`config.mk`:
```
export PLATFORM = sky130hd
export DESIGN_NAME = stereo_tx_fifo
export DESIGN_NICKNAME = d
export VERILOG_FILES = /design/src/rtl/stfifo_pkg.sv /design/src/rtl/stfifo_stage.sv /design/src/rtl/stfifo_ring.sv /design/src/rtl/stfifo_irq.sv /design/src/rtl/stereo_tx_fifo.sv
export SDC_FILE = /design/constraint.sdc
export NUM_CORES = 1
export LEC_CHECK = 0
export ABC_AREA = 1
export BUFFER_PORTS_ARGS = -buffer_cell sky130_fd_sc_hd__buf_2
export CAP_MARGIN = 20
export CORE_MARGIN = 5
export CORE_UTILIZATION = 25
export DETAILED_ROUTE_END_ITERATION = 16
export PLACE_DENSITY = 0.42
export SYNTH_ARGS = -nofsm -noshare
export SYNTH_HDL_FRONTEND = slang
export SYNTH_SLANG_ARGS = --single-unit
```
`constraint.sdc`:
```
create_clock -name clk -period 4.2 [get_ports clk]
set_clock_uncertainty 0.15 [all_clocks]
set_input_delay 0.42 -clock clk [delete_from_list [all_inputs] [get_ports clk]]
set_output_delay 0.42 -clock clk [all_outputs]
set_load 0.01 [all_outputs]
```
`src/rtl/stfifo_pkg.sv`:
```
package stfifo_pkg;
  parameter int unsigned SMP_W = 24;

  typedef struct packed {
    logic [SMP_W-1:0] l;
    logic [SMP_W-1:0] r;
  } pair_t;
endpackage

```
`src/rtl/stfifo_stage.sv`:
```
module stfifo_stage
  import stfifo_pkg::*;
(
  input  logic             clk,
  input  logic             rst_n,
  input  logic             flush,
  input  logic             wr_left,
  input  logic             wr_right,
  input  logic [SMP_W-1:0] wr_data,
  input  logic             full,
  output logic             push,
  output pair_t            push_pair
);
  logic [SMP_W-1:0] left_q;
  logic             left_v;

  // a right write consumes the parked left; both are lost when full
  assign push      = wr_right & left_v & ~full & ~flush;
  assign push_pair = '{l: left_q, r: wr_data};

  always_ff @(posedge clk) begin
    if (!rst_n) begin
      left_q <= '0;
      left_v <= 1'b0;
    end else if (flush) begin
      left_v <= 1'b0;
    end else begin
      if (wr_right) left_v <= 1'b0;
      if (wr_left) begin
        left_q <= wr_data;
        left_v <= 1'b1;
      end
    end
  end
endmodule

```
`src/rtl/stfifo_ring.sv`:
```
module stfifo_ring
  import stfifo_pkg::*;
#(
  parameter int unsigned DEPTH = 8,
  localparam int unsigned AW = $clog2(DEPTH),
  localparam int unsigned LW = AW + 1
)(
  input  logic          clk,
  input  logic          rst_n,
  input  logic          flush,
  input  logic          push,
  input  pair_t         push_pair,
  input  logic          pop,
  output pair_t         head,
  output logic [LW-1:0] level
);
  localparam logic [AW-1:0] LAST = AW'(DEPTH - 1);

  pair_t         mem [DEPTH];
  logic [AW-1:0] wr_ptr, rd_ptr;
  logic [LW-1:0] level_q;

  function automatic logic [AW-1:0] bump(input logic [AW-1:0] p);
    return (p == LAST) ? '0 : p + 1'b1;
  endfunction

  always_ff @(posedge clk) begin
    if (push) mem[wr_ptr] <= push_pair;
  end

  always_ff @(posedge clk) begin
    if (!rst_n || flush) begin
      wr_ptr  <= '0;
      rd_ptr  <= '0;
      level_q <= '0;
    end else begin
      if (push) wr_ptr <= bump(wr_ptr);
      if (pop)  rd_ptr <= bump(rd_ptr);
      level_q <= level_q + {{(LW-1){1'b0}}, push} - {{(LW-1){1'b0}}, pop};
    end
  end

  assign head  = mem[rd_ptr];
  assign level = level_q;
endmodule

```
`src/rtl/stfifo_irq.sv`:
```
module stfifo_irq #(
  parameter int unsigned DEPTH = 8,
  localparam int unsigned LW = $clog2(DEPTH) + 1
)(
  input  logic          clk,
  input  logic          rst_n,
  input  logic          run_en,
  input  logic          run_rise,
  input  logic          lvl_sel,
  input  logic          udf_ie,
  input  logic          udf_evt,
  input  logic [LW-1:0] level,
  output logic          irq_lvl,
  output logic          irq_udf,
  output logic          udf_sticky
);
  localparam logic [LW-1:0] HALF = LW'(DEPTH / 2);

  logic sticky_q;

  always_ff @(posedge clk) begin
    if (!rst_n) sticky_q <= 1'b0;
    else        sticky_q <= (sticky_q & ~run_rise) | udf_evt;
  end

  assign irq_lvl    = run_en & (lvl_sel ? (level == '0) : (level <= HALF));
  assign irq_udf    = sticky_q & udf_ie;
  assign udf_sticky = sticky_q;
endmodule

```
`src/rtl/stereo_tx_fifo.sv`:
```
module stereo_tx_fifo
  import stfifo_pkg::*;
#(
  parameter int unsigned DEPTH = 8,
  localparam int unsigned LW = $clog2(DEPTH) + 1
)(
  input  logic             clk,
  input  logic             rst_n,
  input  logic             run_en,
  input  logic             lvl_sel,
  input  logic             udf_ie,
  input  logic             wr_left,
  input  logic             wr_right,
  input  logic [SMP_W-1:0] wr_data,
  input  logic             pull_req,
  output logic             pull_valid,
  output logic [SMP_W-1:0] pull_left,
  output logic [SMP_W-1:0] pull_right,
  output logic [LW-1:0]    level,
  output logic             full,
  output logic             empty,
  output logic             irq_lvl,
  output logic             irq_udf,
  output logic             udf_sticky
);
  logic  run_q, flush, run_rise;
  logic  push, pop, udf_evt;
  pair_t push_pair, head;
  logic [LW-1:0] lvl;

  always_ff @(posedge clk) begin
    if (!rst_n) run_q <= 1'b0;
    else        run_q <= run_en;
  end

  assign flush    = run_q & ~run_en;
  assign run_rise = run_en & ~run_q;
  assign empty    = (lvl == '0);
  assign full     = (lvl == LW'(DEPTH));
  assign pop      = pull_req & run_en & ~empty;
  assign udf_evt  = pull_req & run_en & empty;
  assign level    = lvl;

  stfifo_stage u_stage (
    .clk(clk), .rst_n(rst_n), .flush(flush),
    .wr_left(wr_left), .wr_right(wr_right), .wr_data(wr_data),
    .full(full), .push(push), .push_pair(push_pair)
  );

  stfifo_ring #(.DEPTH(DEPTH)) u_ring (
    .clk(clk), .rst_n(rst_n), .flush(flush),
    .push(push), .push_pair(push_pair), .pop(pop),
    .head(head), .level(lvl)
  );

  stfifo_irq #(.DEPTH(DEPTH)) u_irq (
    .clk(clk), .rst_n(rst_n), .run_en(run_en), .run_rise(run_rise),
    .lvl_sel(lvl_sel), .udf_ie(udf_ie), .udf_evt(udf_evt), .level(lvl),
    .irq_lvl(irq_lvl), .irq_udf(irq_udf), .udf_sticky(udf_sticky)
  );

  always_ff @(posedge clk) begin
    if (!rst_n) begin
      pull_valid <= 1'b0;
      pull_left  <= '0;
      pull_right <= '0;
    end else begin
      pull_valid <= pull_req;
      if (pull_req) begin
        pull_left  <= pop ? head.l : '0;
        pull_right <= pop ? head.r : '0;
      end
    end
  end
endmodule

```
[After elaboration in Yosys (flattened, before gate mapping)]
Memory sizes are Yosys's and may differ from the RTL's. A register that Yosys moved wholly into a read port is not among the register bits.
Cells that the tools add are included.
Cells by class
  $add $sub $neg: 4
  order comparisons: 1
  equality and inequality tests: 3
  mux-type cells: 11
  bitwise operators: 19
  reductions and logical operators: 6
Operator list (number)
  2-to-1 mux 24 bit: 2
  2-to-1 mux 3 bit: 4
  AND 1 bit: 11
  NOT 1 bit: 7
  adder 3 x 1 -> 3 bit, second input constant: 2
  equality test 3 bit, second input constant: 2
  2-to-1 mux 1 bit: 5
  adder 4 x 1 -> 4 bit: 1
  equality test 4 bit, second input constant: 1
  less-or-equal comparator 4 x 3 -> 1 bit, second input constant: 1
  zero test 4 bit: 1
  subtractor 4 x 1 -> 4 bit: 1
  AND reduction 2 bit: 1
  nonzero test 2 bit: 1
  OR reduction 2 bit: 1
  zero test 1 bit: 1
  logical OR 1 bit: 1
  bitwise OR 1 bit: 1
Word-level totals
  bits in registers: 86
  bits in writable memories: 384
  memories: 1
Memories
  u_ring.mem: depth 8, bits a word 48, rd ports 1, clocked after Yosys merged registers in 1, wr ports 1, RTL line stfifo_ring.sv:19  | pair_t mem [DEPTH];

[Logic depth before layout (Yosys ltp)]
  word-level depth: 6
  mapped depth: 13
  depth with buffers taken out: 12

[Cells and area by module]
From an unflattened synthesis, not the netlist that was laid out.
Unflattened totals
  cells, all modules: 2180
  area, all modules: 20692.3 um2
Modules (own cells, without submodules)
  stfifo_ring: instances 1, cells an instance 1744, area each 17282.8 um2, seq. area each 11791.3 um2
  stereo_tx_fifo: instances 1, cells an instance 234, area each 2053.2 um2, seq. area each 1001.0 um2
  stfifo_stage: instances 1, cells an instance 188, area each 1282.5 um2, seq. area each 500.5 um2
  stfifo_irq: instances 1, cells an instance 14, area each 73.8 um2, seq. area each 20.0 um2

[Worst setup path after synthesis]
OpenSTA, ideal clock, no wires.
  path type: register to register
  from: reg u_ring.level_q[2], in the netlist u_ring.level[2]
  to: mem u_ring.mem[0][0] (netlist name), enable pin
  library setup time: 454 ps
  data arrival time: 3214 ps
  data required time: 3596 ps
  slack: 382 ps
  cell stages (with the launch flop): 7
  cell sequence: dfxtp_1 > inv_1 > ha_1 > nand2_1 > nand2_1 > or2_2 > nor2_1
Between the ends
  cells in the longest elaborated chain, start to end: 6
Ends and longest elaborated chain
  start: declaration: RTL line stfifo_ring.sv:21  | logic [LW-1:0] level_q;
  start signal: assignment: RTL line stfifo_ring.sv:39  | level_q <= level_q + {{(LW-1){1'b0}}, push} - {{(LW-1){1'b0}}, pop};
  equality test 4 bit: RTL line stereo_tx_fifo.sv:39  | assign full = (lvl == LW'(DEPTH));
  NOT 1 bit: RTL line stfifo_stage.sv:18  | assign push = wr_right & left_v & ~full & ~flush;
  AND 1 bit (2 in series): RTL line stfifo_stage.sv:18
  2-to-1 mux 1 bit: RTL line stfifo_ring.sv:28  | if (push) mem[wr_ptr] <= push_pair;
  2-to-1 mux 1 bit (implied by the code): RTL line stfifo_ring.sv:28
  end: declaration: RTL line stfifo_ring.sv:19
No other way between the ends.

[Worst setup path in the final report]
  from: in run_en
  to: mem u_ring.mem[1][37] (netlist name), enable pin
Between the ends
  cells in the longest elaborated chain, start to end: 6
Ends and longest elaborated chain
  start: declaration: RTL line stereo_tx_fifo.sv:9  | input logic run_en,
  NOT 1 bit: RTL line stereo_tx_fifo.sv:36  | assign flush = run_q & ~run_en;
  AND 1 bit: RTL line stereo_tx_fifo.sv:36
  NOT 1 bit: RTL line stfifo_stage.sv:18
  AND 1 bit: RTL line stfifo_stage.sv:18
  2-to-1 mux 1 bit: RTL line stfifo_ring.sv:28
  2-to-1 mux 1 bit (implied by the code): RTL line stfifo_ring.sv:28
No other way between the ends.

==> metrics.txt <==
Post-DRT Antenna Nets 0; Initial Utilization 25.2%; Core Area 77,300 um2; count leader, synth nand2_1; Pwr Density 503 nW/um2; Pre-Repair DR Iteration Count 5; fmax 366 MHz; Bufs on Longest Clock Path 3; Worst Path Required 4310 ps; Horiz. Die Dim 289 um; crit path DAT 2840 ps; floorplan die height 289 um; violation count after the first detailed-route iteration 741; count of flip-flops with a built-in enable after synthesis 384; Num CTS Buffers 51; synth top area cells edfxtp_1, dfxtp_1, nand2_1; RSZ-0062 raised after global routing false; Yosys cell types 23; worst flop-to-flop path startpoint u_ring.level[2]; Core Rows 102; status finished clean; synthesized area 19,500 um2; Hold EP u_ring.mem[7][2]; Die Area 83,600 um2; cell count after synthesis 1,894; Post-synth top cells nand2_1, edfxtp_1, inv_1; # DRC 0; Multi-input gate area 4580 um2; Core Util, Final 29.6%; Worst Slack Setup Final 1470 ps; Setup WS pre-CTS 1360 ps; slew margin rel. 39.2%; setup_tns 0 ps; Final Hold Viols 0; worst vdd ir 0.000294 V; share of layout cells above drive strength 1 10.8%; R2R setup slack 1500 ps; fin nets 2,020; Pint 8.41 mW; Syn Nets 1,938; Syn-to-layout area delta 17.5%; largest net degree at the start of global routing 73; FF/Latch Area 13,300 um2; GRT Util Overall 12.5%; Post-synth ARST share 0%; first-pass GRT wire length 79,700 um; dpl hpwl 30,800 um; CTS H-tree depth 2; Least-Margin Pin Slew 912 ps; Net Sw Frac 27.0%; IO Count 90; post-synth top area share 59.2%; worst skew pair latency 600 ps; via count 12,700; CTS Root Buffer Type clkbuf_16; final worst path period share 65.0%; Pleak 9.23 nW; vias in the first global route 12,600; crit path time final 2730 ps; GP Congestion 0.759; TritonCTS clock tree built; Setup Viol. Count Final 0; Yosys top cell by area edfxtp_1; Crit Path Class in -> reg; initial antenna violation count 0; via/cell ratio 4.15; ys flop type edfxtp_1; Psw 3.10 mW; Routed WL per cell 17.3 um; max-slew violations 0; Flop pwr share 46.7%; register area share after synthesis 68.3%; HP Start wr_data[2]; maximum capacitance violations 0; syn_area_per_cell 10.3 um2; Fillers 8,097; GRT Residual Overflow 0; WL final 52,800 um; clock transition at the registers of the reported paths 60 ps; synthesized flop and latch total 473; buffers added on ports 89; HP Class in -> reg; startpoint types input pin; R2R depth 8; reg2reg end u_ring.mem[1][37]; Setup crit end kind flop; clock group share of total power 39.8%; Logic pwr share 13.5%; Critical Path Fanout Max 29; Cells on Worst Hold Path 1; CTS sink cnt 473; antenna cells 0; Yosys warnings 0
-- cell usage in the layout (no fill, tap or decap), drive strengths merged --
| cell | netlist | routed |
|---|---|---|
| a211oi | 1 | 1 |
| dlygate4sd3 | 0 | 9 |
| nand3 | 290 | 290 |
| dfxtp | 89 | 89 |
| o211a | 1 | 1 |
| bufinv | 0 | 5 |
| inv | 316 | 317 |
| edfxtp | 384 | 384 |
| a21oi | 55 | 55 |
| nor2 | 165 | 165 |
| ha | 11 | 11 |
| o21ai | 31 | 31 |
| nor3 | 1 | 1 |
| clkbuf | 25 | 73 |
| buf | 70 | 115 |
| xor2 | 1 | 1 |
| clkinv | 0 | 17 |
| or2 | 50 | 50 |
| nand2 | 403 | 403 |
| fa | 1 | 1 |
-- critical path: stages --
cell and delay [ps]:
dlygate4sd3_1 520, buf_2 140, nor2_1 70, nor3_1 160
nand2_1 200, inv_1 120, nand2_1 230, nor2_4 670
buf_12 310
-- worst max path at each step --
stage                                from                end  slack [ps]
after global routing               run_en  u_ring.mem[1][37]        1310
after CTS                          run_en   u_ring.mem[1][3]        1460
after detailed placement           run_en  u_ring.mem[1][47]        1360
final                              run_en  u_ring.mem[1][37]        1470
after floorplan           u_ring.level[2]   u_ring.mem[0][0]         380
after global placement             run_en   u_ring.mem[1][1]        1400
-- power by group through the flow --
stage          clock (mW)  combinational, mW  sequential, mW
6_report             4.58               1.56            5.38
5_1_grt              4.93               1.77            5.40
4_1_cts              4.73               1.61            5.38
3_5_place_dp            0               1.60            5.48
3_3_place_gp            0               1.59            5.48
2_1_floorplan           0               1.04            5.42
-- layout make-up --
type | instances | share of cell area, %
clock inverters | 23 | 1.10
clock buffers | 73 | 6.38
repair buffers | 124 | 3.41
flip-flops and latches | 473 | 58.2
multi-input cells | 1010 | 20.0
well taps | 1040 | 5.69
inverters | 316 | 5.19
-- layer usage --
| metal | vias up | global-route usage, % | share of wire (%) |
|---|---|---|---|
| met5 | - | 0 | 0 |
| met4 | 0 | 2.71 | 1.8 |
| met3 | 65 | 2.07 | 3.4 |
| met2 | 187 | 21.0 | 47 |
| met1 | 6170 | 17.1 | 47 |
| li1 | 6282 | - | - |
-- what timing repair did --
| item | in CTS | in global routing |
|---|---|---|
| resized for setup | 0 | 0 |
| buffers inserted | 0 | 0 |
| hold endpoints to repair | 59 | 0 |
| hold buffers | 9 | 0 |
-- through the flow --
step / instances / hold WS, ps / power [mW] / cell area (um2)
5_1_grt: 3059 / 6.75 / 12.1 / 22900
2_1_floorplan: 1894 / 320 / 6.46 / 19500
3_3_place_gp: 2954 / 305 / 7.07 / 21100
3_5_place_dp: 2954 / 305 / 7.08 / 21100
6_report: 3059 / 21.3 / 11.5 / 22900
4_1_cts: 3059 / 0.427 / 11.7 / 22900
-- cells by family after synthesis --
| group | Yosys count | synth area share, % |
|---|---|---|
| fa+ha+maj | 12 | 0.809 |
| buf+inv | 411 | 8.43 |
| flops | 473 | 68.3 |
| compound gates | 88 | 2.30 |
| simple gates | 909 | 20.1 |
| xor+xnor | 1 | 0.0450 |
-- registers in the layout, summed over array words and instances (netlist names), named ones only --
| name | cells |
|---|---|
| pull_left | 24 |
| pull_right | 24 |
| pull_valid | 1 |
| run_q | 1 |
| u_irq.udf_sticky | 1 |
| u_ring.level | 4 |
| u_ring.mem | 384 |
| u_ring.rd_ptr | 3 |
| u_ring.wr_ptr | 3 |
| u_stage.left_q | 24 |
| u_stage.left_v | 1 |
Note: power is estimated with default switching activity, not from simulation.
